[src/rtl/i2c_cfg_pkg.sv]
package i2c_cfg_pkg;

    typedef enum logic [7:0] {
        ST_OK      = 8'h00,
        ST_ILLEGAL = 8'h01,
        ST_UNKNOWN = 8'h02
    } status_e;

    localparam logic [7:0] ADR_STATUS = 8'h00;
    localparam logic [7:0] ADR_PTR    = 8'h01;
    localparam logic [7:0] ADR_PACK   = 8'h30;

    typedef enum logic [2:0] {
        LK_IDLE,
        LK_ADDR,
        LK_ADDR_ACK,
        LK_WR_BYTE,
        LK_WR_ACK,
        LK_RD_BYTE,
        LK_RD_ACK,
        LK_WAIT
    } link_state_e;

endpackage

[src/rtl/i2c_cfg_sync.sv]
module i2c_cfg_sync #(
    parameter int STAGES = 2
) (
    input  logic clk,
    input  logic rst_n,
    input  logic scl_i,
    input  logic sda_i,
    output logic sda_s,
    output logic scl_rise,
    output logic scl_fall,
    output logic start_evt,
    output logic stop_evt
);

    // index 0 is the newest sample; STAGES-1 is the synchronized value;
    // STAGES holds the previous synchronized value for edge detection
    logic [STAGES:0] scl_pipe;
    logic [STAGES:0] sda_pipe;

    always_ff @(posedge clk or negedge rst_n) begin
        if (!rst_n) begin
            scl_pipe <= '1;
            sda_pipe <= '1;
        end else begin
            scl_pipe <= {scl_pipe[STAGES-1:0], scl_i};
            sda_pipe <= {sda_pipe[STAGES-1:0], sda_i};
        end
    end

    logic scl_now, scl_old, sda_old;

    assign scl_now   = scl_pipe[STAGES-1];
    assign scl_old   = scl_pipe[STAGES];
    assign sda_s     = sda_pipe[STAGES-1];
    assign sda_old   = sda_pipe[STAGES];

    assign scl_rise  = scl_now & ~scl_old;
    assign scl_fall  = ~scl_now & scl_old;
    assign start_evt = scl_now & scl_old & sda_old & ~sda_s;
    assign stop_evt  = scl_now & scl_old & ~sda_old & sda_s;

endmodule

[src/rtl/i2c_cfg_link.sv]
module i2c_cfg_link
    import i2c_cfg_pkg::*;
#(
    parameter logic [6:0] DEV_ADDR = 7'h6A
) (
    input  logic       clk,
    input  logic       rst_n,
    input  logic       scl_rise,
    input  logic       scl_fall,
    input  logic       start_evt,
    input  logic       stop_evt,
    input  logic       sda_s,
    input  logic [7:0] rd_data,
    output logic       sda_oe,
    output logic       wr_stb,
    output logic [7:0] wr_addr,
    output logic [7:0] wr_data
);

    localparam int         BITS     = 8;
    localparam logic [3:0] LAST_BIT = 4'(BITS);
    localparam logic [1:0] IDX_OVER = 2'd2;

    link_state_e state_q, state_d;
    logic [3:0]  cnt_q;
    logic [1:0]  idx_q;
    logic [7:0]  rx_q;
    logic [7:0]  tx_q;
    logic [7:0]  adr_q;
    logic [7:0]  dat_q;
    logic        rw_q;
    logic        nack_q;
    logic        stb_q;
    logic        addr_hit;
    logic        byte_done;

    assign addr_hit  = (rx_q[7:1] == DEV_ADDR);
    assign byte_done = scl_fall && (cnt_q == LAST_BIT);

    // state register
    always_ff @(posedge clk or negedge rst_n) begin
        if (!rst_n) state_q <= LK_IDLE;
        else        state_q <= state_d;
    end

    // next-state logic
    always_comb begin
        state_d = state_q;
        if (stop_evt) begin
            state_d = LK_IDLE;
        end else if (start_evt) begin
            state_d = LK_ADDR;
        end else begin
            unique case (state_q)
                LK_IDLE:     state_d = LK_IDLE;
                LK_ADDR:     if (byte_done) state_d = addr_hit ? LK_ADDR_ACK : LK_WAIT;
                LK_ADDR_ACK: if (scl_fall)  state_d = rw_q ? LK_RD_BYTE : LK_WR_BYTE;
                LK_WR_BYTE:  if (byte_done) state_d = (idx_q == IDX_OVER) ? LK_WAIT : LK_WR_ACK;
                LK_WR_ACK:   if (scl_fall)  state_d = LK_WR_BYTE;
                LK_RD_BYTE:  if (byte_done) state_d = LK_RD_ACK;
                LK_RD_ACK:   if (scl_fall)  state_d = nack_q ? LK_WAIT : LK_RD_BYTE;
                LK_WAIT:     state_d = LK_WAIT;
                default:     state_d = LK_IDLE;
            endcase
        end
    end

    // shift registers, counters and captured bytes
    always_ff @(posedge clk or negedge rst_n) begin
        if (!rst_n) begin
            cnt_q  <= '0;
            idx_q  <= '0;
            rx_q   <= '0;
            tx_q   <= '1;
            adr_q  <= '0;
            dat_q  <= '0;
            rw_q   <= 1'b0;
            nack_q <= 1'b1;
            stb_q  <= 1'b0;
        end else begin
            stb_q <= 1'b0;
            if (start_evt || stop_evt) begin
                cnt_q <= '0;
                idx_q <= '0;
            end else begin
                unique case (state_q)
                    LK_ADDR: begin
                        if (scl_rise) begin
                            rx_q  <= {rx_q[6:0], sda_s};
                            cnt_q <= cnt_q + 4'd1;
                        end
                        if (byte_done) rw_q <= rx_q[0];
                    end
                    LK_ADDR_ACK: begin
                        if (scl_fall) begin
                            cnt_q <= '0;
                            idx_q <= '0;
                            tx_q  <= rd_data;
                        end
                    end
                    LK_WR_BYTE: begin
                        if (scl_rise) begin
                            rx_q  <= {rx_q[6:0], sda_s};
                            cnt_q <= cnt_q + 4'd1;
                        end
                        if (byte_done) begin
                            if (idx_q == 2'd0) begin
                                adr_q <= rx_q;
                            end else if (idx_q == 2'd1) begin
                                dat_q <= rx_q;
                                stb_q <= 1'b1;
                            end
                        end
                    end
                    LK_WR_ACK: begin
                        if (scl_fall) begin
                            cnt_q <= '0;
                            if (idx_q != IDX_OVER) idx_q <= idx_q + 2'd1;
                        end
                    end
                    LK_RD_BYTE: begin
                        if (scl_rise) cnt_q <= cnt_q + 4'd1;
                        if (scl_fall && cnt_q != LAST_BIT) tx_q <= {tx_q[6:0], 1'b1};
                    end
                    LK_RD_ACK: begin
                        if (scl_rise) nack_q <= sda_s;
                        if (scl_fall) begin
                            cnt_q <= '0;
                            tx_q  <= 8'hFF;
                        end
                    end
                    LK_IDLE, LK_WAIT: begin
                        cnt_q <= '0;
                    end
                    default: cnt_q <= '0;
                endcase
            end
        end
    end

    // outputs
    always_comb begin
        unique case (state_q)
            LK_ADDR_ACK, LK_WR_ACK: sda_oe = 1'b1;
            LK_RD_BYTE:             sda_oe = ~tx_q[7];
            default:                sda_oe = 1'b0;
        endcase
    end

    assign wr_stb  = stb_q;
    assign wr_addr = adr_q;
    assign wr_data = dat_q;

    AST_STB_PULSE: assert property (@(posedge clk) disable iff (!rst_n)
        stb_q |=> !stb_q);

    AST_STB_WRITE_ONLY: assert property (@(posedge clk) disable iff (!rst_n)
        stb_q |-> !rw_q);

    AST_STOP_RELEASE: assert property (@(posedge clk) disable iff (!rst_n)
        stop_evt |=> !sda_oe);

endmodule

[src/rtl/i2c_cfg_regs.sv]
module i2c_cfg_regs
    import i2c_cfg_pkg::*;
#(
    parameter int         NUM_DIR  = 10,
    parameter logic [7:0] DIR_BASE = 8'h10
) (
    input  logic               clk,
    input  logic               rst_n,
    input  logic               wr_stb,
    input  logic [7:0]         wr_addr,
    input  logic [7:0]         wr_data,
    output logic [7:0]         rd_data,
    output logic [NUM_DIR-1:0] dir_o
);

    localparam int         PACK_BITS = 8;
    localparam logic [7:0] DIR_END   = DIR_BASE + 8'(NUM_DIR - 1);

    status_e            status_q, status_d;
    logic [7:0]         ptr_q, ptr_d;
    logic [NUM_DIR-1:0] dir_q;
    logic               dir_we;
    logic               in_range;
    logic               ptr_ok;
    logic [7:0]         dir_idx;

    assign in_range = (wr_addr >= DIR_BASE) && (wr_addr <= DIR_END);
    assign ptr_ok   = (wr_data == ADR_STATUS) || (wr_data == ADR_PACK);
    assign dir_idx  = wr_addr - DIR_BASE;

    always_comb begin
        status_d = status_q;
        ptr_d    = ptr_q;
        dir_we   = 1'b0;
        if (wr_stb) begin
            ptr_d = ADR_STATUS;
            if (wr_addr == ADR_PTR) begin
                if (ptr_ok) begin
                    ptr_d    = wr_data;
                    status_d = ST_OK;
                end else begin
                    status_d = ST_ILLEGAL;
                end
            end else if (in_range) begin
                if (wr_data <= 8'd1) begin
                    dir_we   = 1'b1;
                    status_d = ST_OK;
                end else begin
                    status_d = ST_ILLEGAL;
                end
            end else begin
                status_d = ST_UNKNOWN;
            end
        end
    end

    always_ff @(posedge clk or negedge rst_n) begin
        if (!rst_n) begin
            status_q <= ST_OK;
            ptr_q    <= ADR_STATUS;
        end else begin
            status_q <= status_d;
            ptr_q    <= ptr_d;
        end
    end

    for (genvar g = 0; g < NUM_DIR; g++) begin : g_dir
        always_ff @(posedge clk or negedge rst_n) begin
            if (!rst_n)                              dir_q[g] <= 1'b0;
            else if (dir_we && dir_idx == 8'(g))     dir_q[g] <= wr_data[0];
        end
    end

    assign rd_data = (ptr_q == ADR_PACK) ? dir_q[PACK_BITS-1:0] : 8'(status_q);
    assign dir_o   = dir_q;

    AST_PTR_READABLE: assert property (@(posedge clk) disable iff (!rst_n)
        (ptr_q == ADR_STATUS) || (ptr_q == ADR_PACK));

    AST_PTR_HOME: assert property (@(posedge clk) disable iff (!rst_n)
        (wr_stb && wr_addr != ADR_PTR) |=> (ptr_q == ADR_STATUS));

    AST_DIR_HOLD: assert property (@(posedge clk) disable iff (!rst_n)
        (wr_stb && in_range && wr_data > 8'd1) |=> $stable(dir_q));

    AST_DIR_QUIET: assert property (@(posedge clk) disable iff (!rst_n)
        !wr_stb |=> $stable(dir_q));

    AST_STATUS_RANGE: assert property (@(posedge clk) disable iff (!rst_n)
        8'(status_q) <= 8'd2);

endmodule

[src/rtl/i2c_cfg_target.sv]
module i2c_cfg_target #(
    parameter logic [6:0] DEV_ADDR    = 7'h6A,
    parameter int         NUM_DIR     = 10,
    parameter int         SYNC_STAGES = 2
) (
    input  logic               clk,
    input  logic               rst_n,
    input  logic               scl_i,
    input  logic               sda_i,
    output logic               sda_oe,
    output logic [NUM_DIR-1:0] gpio_dir
);

    logic       sda_s, scl_rise, scl_fall, start_evt, stop_evt;
    logic       wr_stb;
    logic [7:0] wr_addr, wr_data, rd_data;

    i2c_cfg_sync #(
        .STAGES (SYNC_STAGES)
    ) i_sync (
        .clk       (clk),
        .rst_n     (rst_n),
        .scl_i     (scl_i),
        .sda_i     (sda_i),
        .sda_s     (sda_s),
        .scl_rise  (scl_rise),
        .scl_fall  (scl_fall),
        .start_evt (start_evt),
        .stop_evt  (stop_evt)
    );

    i2c_cfg_link #(
        .DEV_ADDR (DEV_ADDR)
    ) i_link (
        .clk       (clk),
        .rst_n     (rst_n),
        .scl_rise  (scl_rise),
        .scl_fall  (scl_fall),
        .start_evt (start_evt),
        .stop_evt  (stop_evt),
        .sda_s     (sda_s),
        .rd_data   (rd_data),
        .sda_oe    (sda_oe),
        .wr_stb    (wr_stb),
        .wr_addr   (wr_addr),
        .wr_data   (wr_data)
    );

    i2c_cfg_regs #(
        .NUM_DIR  (NUM_DIR),
        .DIR_BASE (8'h10)
    ) i_regs (
        .clk     (clk),
        .rst_n   (rst_n),
        .wr_stb  (wr_stb),
        .wr_addr (wr_addr),
        .wr_data (wr_data),
        .rd_data (rd_data),
        .dir_o   (gpio_dir)
    );

endmodule

[config.mk]
export PLATFORM = sky130hd
export DESIGN_NAME = i2c_cfg_target
export DESIGN_NICKNAME = d
export VERILOG_FILES = /design/src/rtl/i2c_cfg_pkg.sv /design/src/rtl/i2c_cfg_sync.sv /design/src/rtl/i2c_cfg_link.sv /design/src/rtl/i2c_cfg_regs.sv /design/src/rtl/i2c_cfg_target.sv
export SDC_FILE = /design/constraint.sdc
export NUM_CORES = 1
export LEC_CHECK = 0
export ABC_AREA = 1
export BUFFER_PORTS_ARGS = -buffer_cell sky130_fd_sc_hd__buf_2
export CORE_MARGIN = 2
export CORE_UTILIZATION = 45
export DETAILED_ROUTE_END_ITERATION = 12
export PLACE_DENSITY_LB_ADDON = 0.1
export SLEW_MARGIN = 20
export SYNTH_ARGS = -nofsm -noshare
export SYNTH_HDL_FRONTEND = slang
export SYNTH_HIERARCHICAL = 1
export SYNTH_SLANG_ARGS = --single-unit
[constraint.sdc]
create_clock -name clk -period 2.2 [get_ports clk]
set_input_delay 0.11 -clock clk [delete_from_list [all_inputs] [get_ports clk]]
set_output_delay 0.11 -clock clk [all_outputs]
set_load 0.02 [all_outputs]
## Yosys cells after proc, flatten, opt, wreduce, memory -nomap -nowiden

Index checks and enable logic that the tools add are counted.

- Bits in registers: 76
- Output and inout port bits: 11
- Word-level logic and storage cells: 161

- Mux-type cells: 43
- $lt $le $gt $ge: 3
- Reductions and logical operators: 35
- Bitwise operators: 14
- Add/sub/neg operators: 3
- Equality and inequality tests: 39

Operators with widths:

| kind | count |
|---|---|
| 8-bit two-way mux | 7 |
| 8-bit by 3-bit == test with 1-bit output (second input constant) | 4 |
| 3-bit two-way mux | 10 |
| 4-bit by 1-bit != test with 1-bit output (second input constant) | 6 |
| 3-bit case mux with 8 select lines | 1 |
| 8-bit case mux with 3 select lines | 1 |
| 8-bit by 1-bit == test with 1-bit output (second input constant) | 2 |
| 8-bit by 2-bit == test with 1-bit output (second input constant) | 2 |
| 8-bit by 4-bit == test with 1-bit output (second input constant) | 2 |
| 8-bit by 6-bit == test with 1-bit output (second input constant) | 2 |
| 8-bit logical NOT | 2 |
| 3-bit by 1-bit != test with 1-bit output (second input constant) | 5 |
| 2-bit two-way mux | 7 |
| 1-bit logical AND | 13 |
| 3-bit == test (second input constant) | 4 |
| 4-bit two-way mux | 3 |
| 4-bit case mux with 3 select lines | 1 |
| 1-bit two-way mux | 11 |
| 5-bit AND reduction | 2 |
| 3-bit AND reduction | 3 |
| 8-bit by 5-bit >= comparator with 1-bit output (second input constant) | 1 |
| 8-bit by 1-bit less-or-equal comparator with 1-bit output (second input constant) | 1 |
| 8-bit by 5-bit less-or-equal comparator with 1-bit output (second input constant) | 1 |
| 4-bit AND reduction | 2 |
| other kinds (24) | 44 |

## Longest topological paths before layout

- Depth in word-level cells: 7
- Mapped depth: 10

## Hierarchy

The synthesis kept the hierarchy.

Modules (own cells, without submodules):

| module | cells each | sequential area each (sq um) | area each (sq um) | times used |
|---|---|---|---|---|
| i2c_cfg_link | 277 | 1112.3 | 2373.5 | 1 |
| i2c_cfg_regs | 184 | 500.5 | 1199.9 | 1 |
| i2c_cfg_sync | 17 | 157.7 | 198.9 | 1 |

## Worst setup path before layout

OpenSTA, ideal clock, no wires.

- Path type: flip-flop to flip-flop
- Start: register i_sync.scl_pipe[2]
- End: register i_link.adr_q[5], in the netlist i_link/wr_addr[5]
- Path buffers: 1
- Clock period less this slack: 1.692 ns
- Data arrival time: 1.572 ns
- Setup slack: 0.508 ns
- Stages on the path, launching flop included: 9
- Library setup time: 0.120 ns
- Path through: dfstp_2 > inv_1 > nor2_1 > nand2_4 > nor2_4 > nand4_2 > buf_6 > nand2_1 > o21ai_2

RTL lines:

| item | line | text |
|---|---|---|
| start: declaration | i2c_cfg_sync.sv:17 | `logic [STAGES:0] scl_pipe;` |
| start signal: assignment | i2c_cfg_sync.sv:25 | `scl_pipe <= {scl_pipe[STAGES-1:0], scl_i};` |
| 1-bit bitwise AND | i2c_cfg_sync.sv:38 | `assign scl_fall = ~scl_now & scl_old;` |
| named net scl_fall | i2c_cfg_target.sv:14 | `logic sda_s, scl_rise, scl_fall, start_evt, stop_evt;` |
| 1-bit logical AND | i2c_cfg_link.sv:38 | `assign byte_done = scl_fall && (cnt_q == LAST_BIT);` |
| 4-bit AND reduction (no source line) | - |  |
| end signal: assignment | i2c_cfg_link.sv:108 | `adr_q <= rx_q;` |
| end: declaration | i2c_cfg_link.sv:29 | `logic [7:0] adr_q;` |

The timed path passes the listed nets, and every way through them passes these cells.
A chain may end at the register's enable or synchronous reset.

## Worst setup path in the final report

- Start: register i_sync.sda_pipe[1]
- End: register i_link.adr_q[2], in the netlist i_link/wr_addr[2]

- Word-level cells in the longest chain between the ends: 5

RTL lines:

| item | line | text |
|---|---|---|
| start: declaration | i2c_cfg_sync.sv:18 | `logic [STAGES:0] sda_pipe;` |
| start signal: assignment | i2c_cfg_sync.sv:26 | `sda_pipe <= {sda_pipe[STAGES-1:0], sda_i};` |
| 1-bit NOT | i2c_cfg_sync.sv:39 | `assign start_evt = scl_now & scl_old & sda_old & ~sda_s;` |
| 1-bit bitwise AND | i2c_cfg_sync.sv:39 |  |
| named net start_evt | i2c_cfg_target.sv:14 |  |
| 1-bit logical OR | i2c_cfg_link.sv:82 | `if (start_evt \|\| stop_evt) begin` |
| 1-bit NOT (no source line) | - |  |
| 4-bit AND reduction (no source line) | - |  |

The timed path passes the listed nets, and every way through them passes these cells.

==> results.txt <==
The flow ran to the end, and the final reports show no timing, DRC or antenna violations. After routing, the total negative slack on setup checks comes to 0 ps. Dividing total power by cell area gives a power density of 905 nW/µm².

The tools report the TritonCTS buffer count as 9. The sequential fraction of the synthesis area is 0.469. The detail route stage leaves a number of antenna-violating nets equal to 0.

The run gives 12.4 ps as the final clock skew. The total overflow left after global routing is 0. Counting flops with a built-in enable in the synthesized netlist gives 0. The tool flagged a number of max-cap violations equal to 0. The antenna diode count is 0. The switching portion of total power is 0.371. First-pass iteration count of the detailed router: 4.

Entering global routing, the biggest net connects 71 pins. The fraction of synthesized cell area taken by the top area cell type is 0.365. Master of the slowest instance on the critical path: dfstp_2.

The run gives 0 as the initial antenna violation count. In the final design database the tool counted 508 nets. In the post-synthesis netlist, the cell with the most instances is nand2_1. The area of the die is 9130 µm². After floorplanning, the core was sized to cover 8180 µm². The detailed-route wire length per cell was 11.7 µm; the maximum vdd drop was 0.000418 V. The filler cells instantiated in the layout total 822.

At the worst endpoint, the arrival time is 2200 ps. Clock tree buffer depth: 2. Across all setup checks in the final design, the least slack found is 222 ps. Setup repair after global routing left no endpoint under its margin. The DRC marker count from the first detailed-route iteration was 124.

The cell area after synthesis was 3770 µm². Dividing the synthesized area by the synthesized cell count gives 7.89 µm². For this run, the leading register cell type out of synthesis is dfrtp_1.

On the worst path, the slowest cell contributes a delay of 550 ps. Net switching component of the power: 1.39 mW. Synthesis produced a netlist with a net count of 487. The final weighted congestion in routability-driven placement was 0.816; the half-perimeter wire length of the detailed placement result was 5130 µm.

The initial core utilization was 0.461; the final design area excluding fillers was 4140 µm². The Yosys step of the flow raised 6 warnings. CTS placed an instance of clkbuf_8 at the clock tree root. The die height is 95.6 µm. Traced cell by cell, the critical path runs through inv_1 -> nand2_1 -> nor2_1 -> nor2_4 -> nand2_4 -> nor2_4 -> nand4_2 -> nand2_1 -> o21ai_2. In this run the static leakage power is 2.06 nW. The via count of the first global-routing pass was 2,775; the total of buffers placed on input and output ports was 14. The run gives 0.173 as the combined global-route utilization of all metal layers. The critical path is of the flip-flop to flip-flop type. The clock drives 70 sinks. The area used by sequential logic in the layout came out at 1770 µm².

Total power for the finished layout comes to 3.75 mW. The number of setup buffers added after CTS is 0. Synthesis produced a netlist whose cell count is 478.

For the clock share of power, the log shows 0.266. The fraction of layout cells with a size suffix above 1 was 0.181. TritonCTS built the clock tree. The final cycle utilization of the critical path came out at 0.899. The final hold violation count is 0. For this block, the via count after detailed routing is 2,897. The area of the multi-input gates is 1610 µm². The run gives 0 as the post-detailed-route DRC marker count. Wire length of the first global-routing pass: 12,300 µm. Ranked by total cell area, the synthesized netlist is headed by dfrtp_1 (36%), nand2_1 (12%), dfstp_2 (10%), inv_1 (7.2%), nor2_1 (7.0%). Deepest level of the CTS H-tree: 3. The maximum operating frequency was 506 MHz.

In this run the worst hold path is classified as input port to asynchronous set/reset pin. The width of the chip is 95.6 µm. The run gives 0 as the final max-slew violation count. STA classifies the critical path endpoint as a flip-flop. The critical path data required time was 2420 ps; the overall routed net length was 7150 µm.

For the power share of the sequential group, the log shows 0.458. Counting cells, the worst reg-to-reg path comes to 9. Counting flops and latches in the post-synthesis netlist gives 70.

The worst-margin pin slew was 504 ps; the area added between synthesis and finish was 9.85%. Total I/O pin count: 15. The synthesized netlist contains 35 unique library cells.

The smallest clock period supported by the final layout is computed as 1980 ps. Internal power comes to 2.36 mW. The clock-pin slew reported for the worst setup and hold paths after clock tree synthesis is 80 ps. The worst setup path is launched from a flip-flop. The worst hold slack across all endpoints is 323 ps.

Maximum fanout count along the critical path: 16. For the source-to-sink clock delay at the later pin of the worst-skew pair, the log shows 340 ps. Row generation in the floorplan step produced 33 rows. The run gives 0.275 as the combinational group share of total power.

The share of async-settable or async-resettable flops after synthesis was 1.00; the placed cell area was 3930 µm². Of all cell types, the one taking the most synthesized area is dfrtp_1. After synthesis, the most frequently instantiated cells are nand2_1 (121), inv_1 (72), nor2_1 (70). After detailed routing, the number of vias per cell comes to 4.76. The total of endpoints with negative setup slack in the final report was 0.

At the placement stage, the worst setup path has a slack of 213 ps. Worst slew margin relative to its limit: 0.663.
==> kinds of logic after synthesis <==
family | after synthesis | synth area share
AND/OR/NAND/NOR | 264 | 0.322
buffers and inverters | 90 | 0.105
flip-flops | 70 | 0.469
AO/OA/AOI/OAI | 48 | 0.0846
adder cells (fa/ha/maj) | 5 | 0.0166
XOR/XNOR | 1 | 0.00232
==> critical path, delay by kind of cell, from the launching register on <==
kind / cells / cell delay [ps]
DFF: 1 / 550
buffers and inverters: 1 / 40
AOI/OAI and AO/OA: 1 / 70
and+or+nand+nor: 7 / 1210
==> state kept, by name, summed over array words and instances (netlist names) <==
| signal | count |
|---|---|
| i_regs/dir_o | 10 |
| i_link/rx_q | 8 |
| i_link/tx_q | 8 |
| i_link/wr_addr | 8 |
| i_link/wr_data | 8 |
| i_regs/ptr_q | 8 |
| i_link/cnt_q | 4 |
| i_link/state_q | 3 |
| i_sync/scl_pipe | 3 |
| i_sync/sda_pipe | 3 |
| i_link/idx_q | 2 |
| i_regs/status_q | 2 |
| i_link/nack_q | 1 |
| i_link/rw_q | 1 |
| i_link/wr_stb | 1 |
==> routing by layer <==
layer | wire length [µm] | global-route usage | share of wire | vias up
met2 | 3250 | 0.282 | 0.46 | 37
met3 | 194 | 0.0292 | 0.027 | 11
met1 | 3580 | 0.228 | 0.50 | 1304
met5 | 0 | 0 | 0 | -
met4 | 116 | 0.0726 | 0.016 | 0
li1 | - | - | - | 1545
==> worst paths after layout <==
check	from	to	slack, ps
worst min register to register	i_sync/sda_pipe[0]	i_sync/sda_pipe[1]	360
min in group clk	i_sync/sda_pipe[0]	i_sync/sda_pipe[1]	360
max in group asynchronous	rst_n	i_sync/sda_pipe[2]	1550
worst max-delay path	i_sync/sda_pipe[1]	i_link/wr_addr[2]	220
worst max register to register	i_sync/sda_pipe[1]	i_link/wr_addr[2]	220
worst min-delay path	rst_n	i_regs/dir_o[9]	320
==> placed cells by master, fill, tap and decap left out, types with 5 or more instances in the layout <==
cell type    n
inv_1       72
nand4_1     20
buf_2       14
o21ai_2     16
clkbuf_8     9
nor2_2       5
o21ai_0     20
nand2_1    121
ha_1         5
nand3_1     30
inv_2        5
nor2_1      70
dfstp_2     15
dfrtp_1     55
==> area by class of cell <==
| cell class | instances | area share |
|---|---|---|
| clock inverter | 7 | 0.0157 |
| inverter | 80 | 0.0755 |
| multi-input combinational | 318 | 0.387 |
| tap | 105 | 0.0317 |
| timing repair buffer | 20 | 0.0326 |
| clock buffer | 9 | 0.0299 |
| sequential | 70 | 0.427 |
==> stage by stage <==
step / instances / utilization
floorplan: 478 / -
global placement: 590 / 0.480
detailed placement: 590 / 0.480
CTS: 609 / 0.507
global route: 609 / 0.507
finish: 609 / 0.507
==> power groups by stage <==
stage | Combinational, mW | Clock (mW) | Sequential (mW)
global placement | 1.03 | 0 | 1.73
global route | 1.19 | 1.09 | 1.75
finish | 1.03 | 0.999 | 1.72
detailed placement | 1.04 | 0 | 1.74
floorplan | 0.899 | 0 | 1.64
CTS | 1.05 | 1.03 | 1.72
==> what timing repair did <==
item / CTS / global route
gates resized for setup: 0 / 0
endpoints found under the hold margin: 57 / 0
hold buffers: 3 / 0
Power figures use the tool's default switching activity.
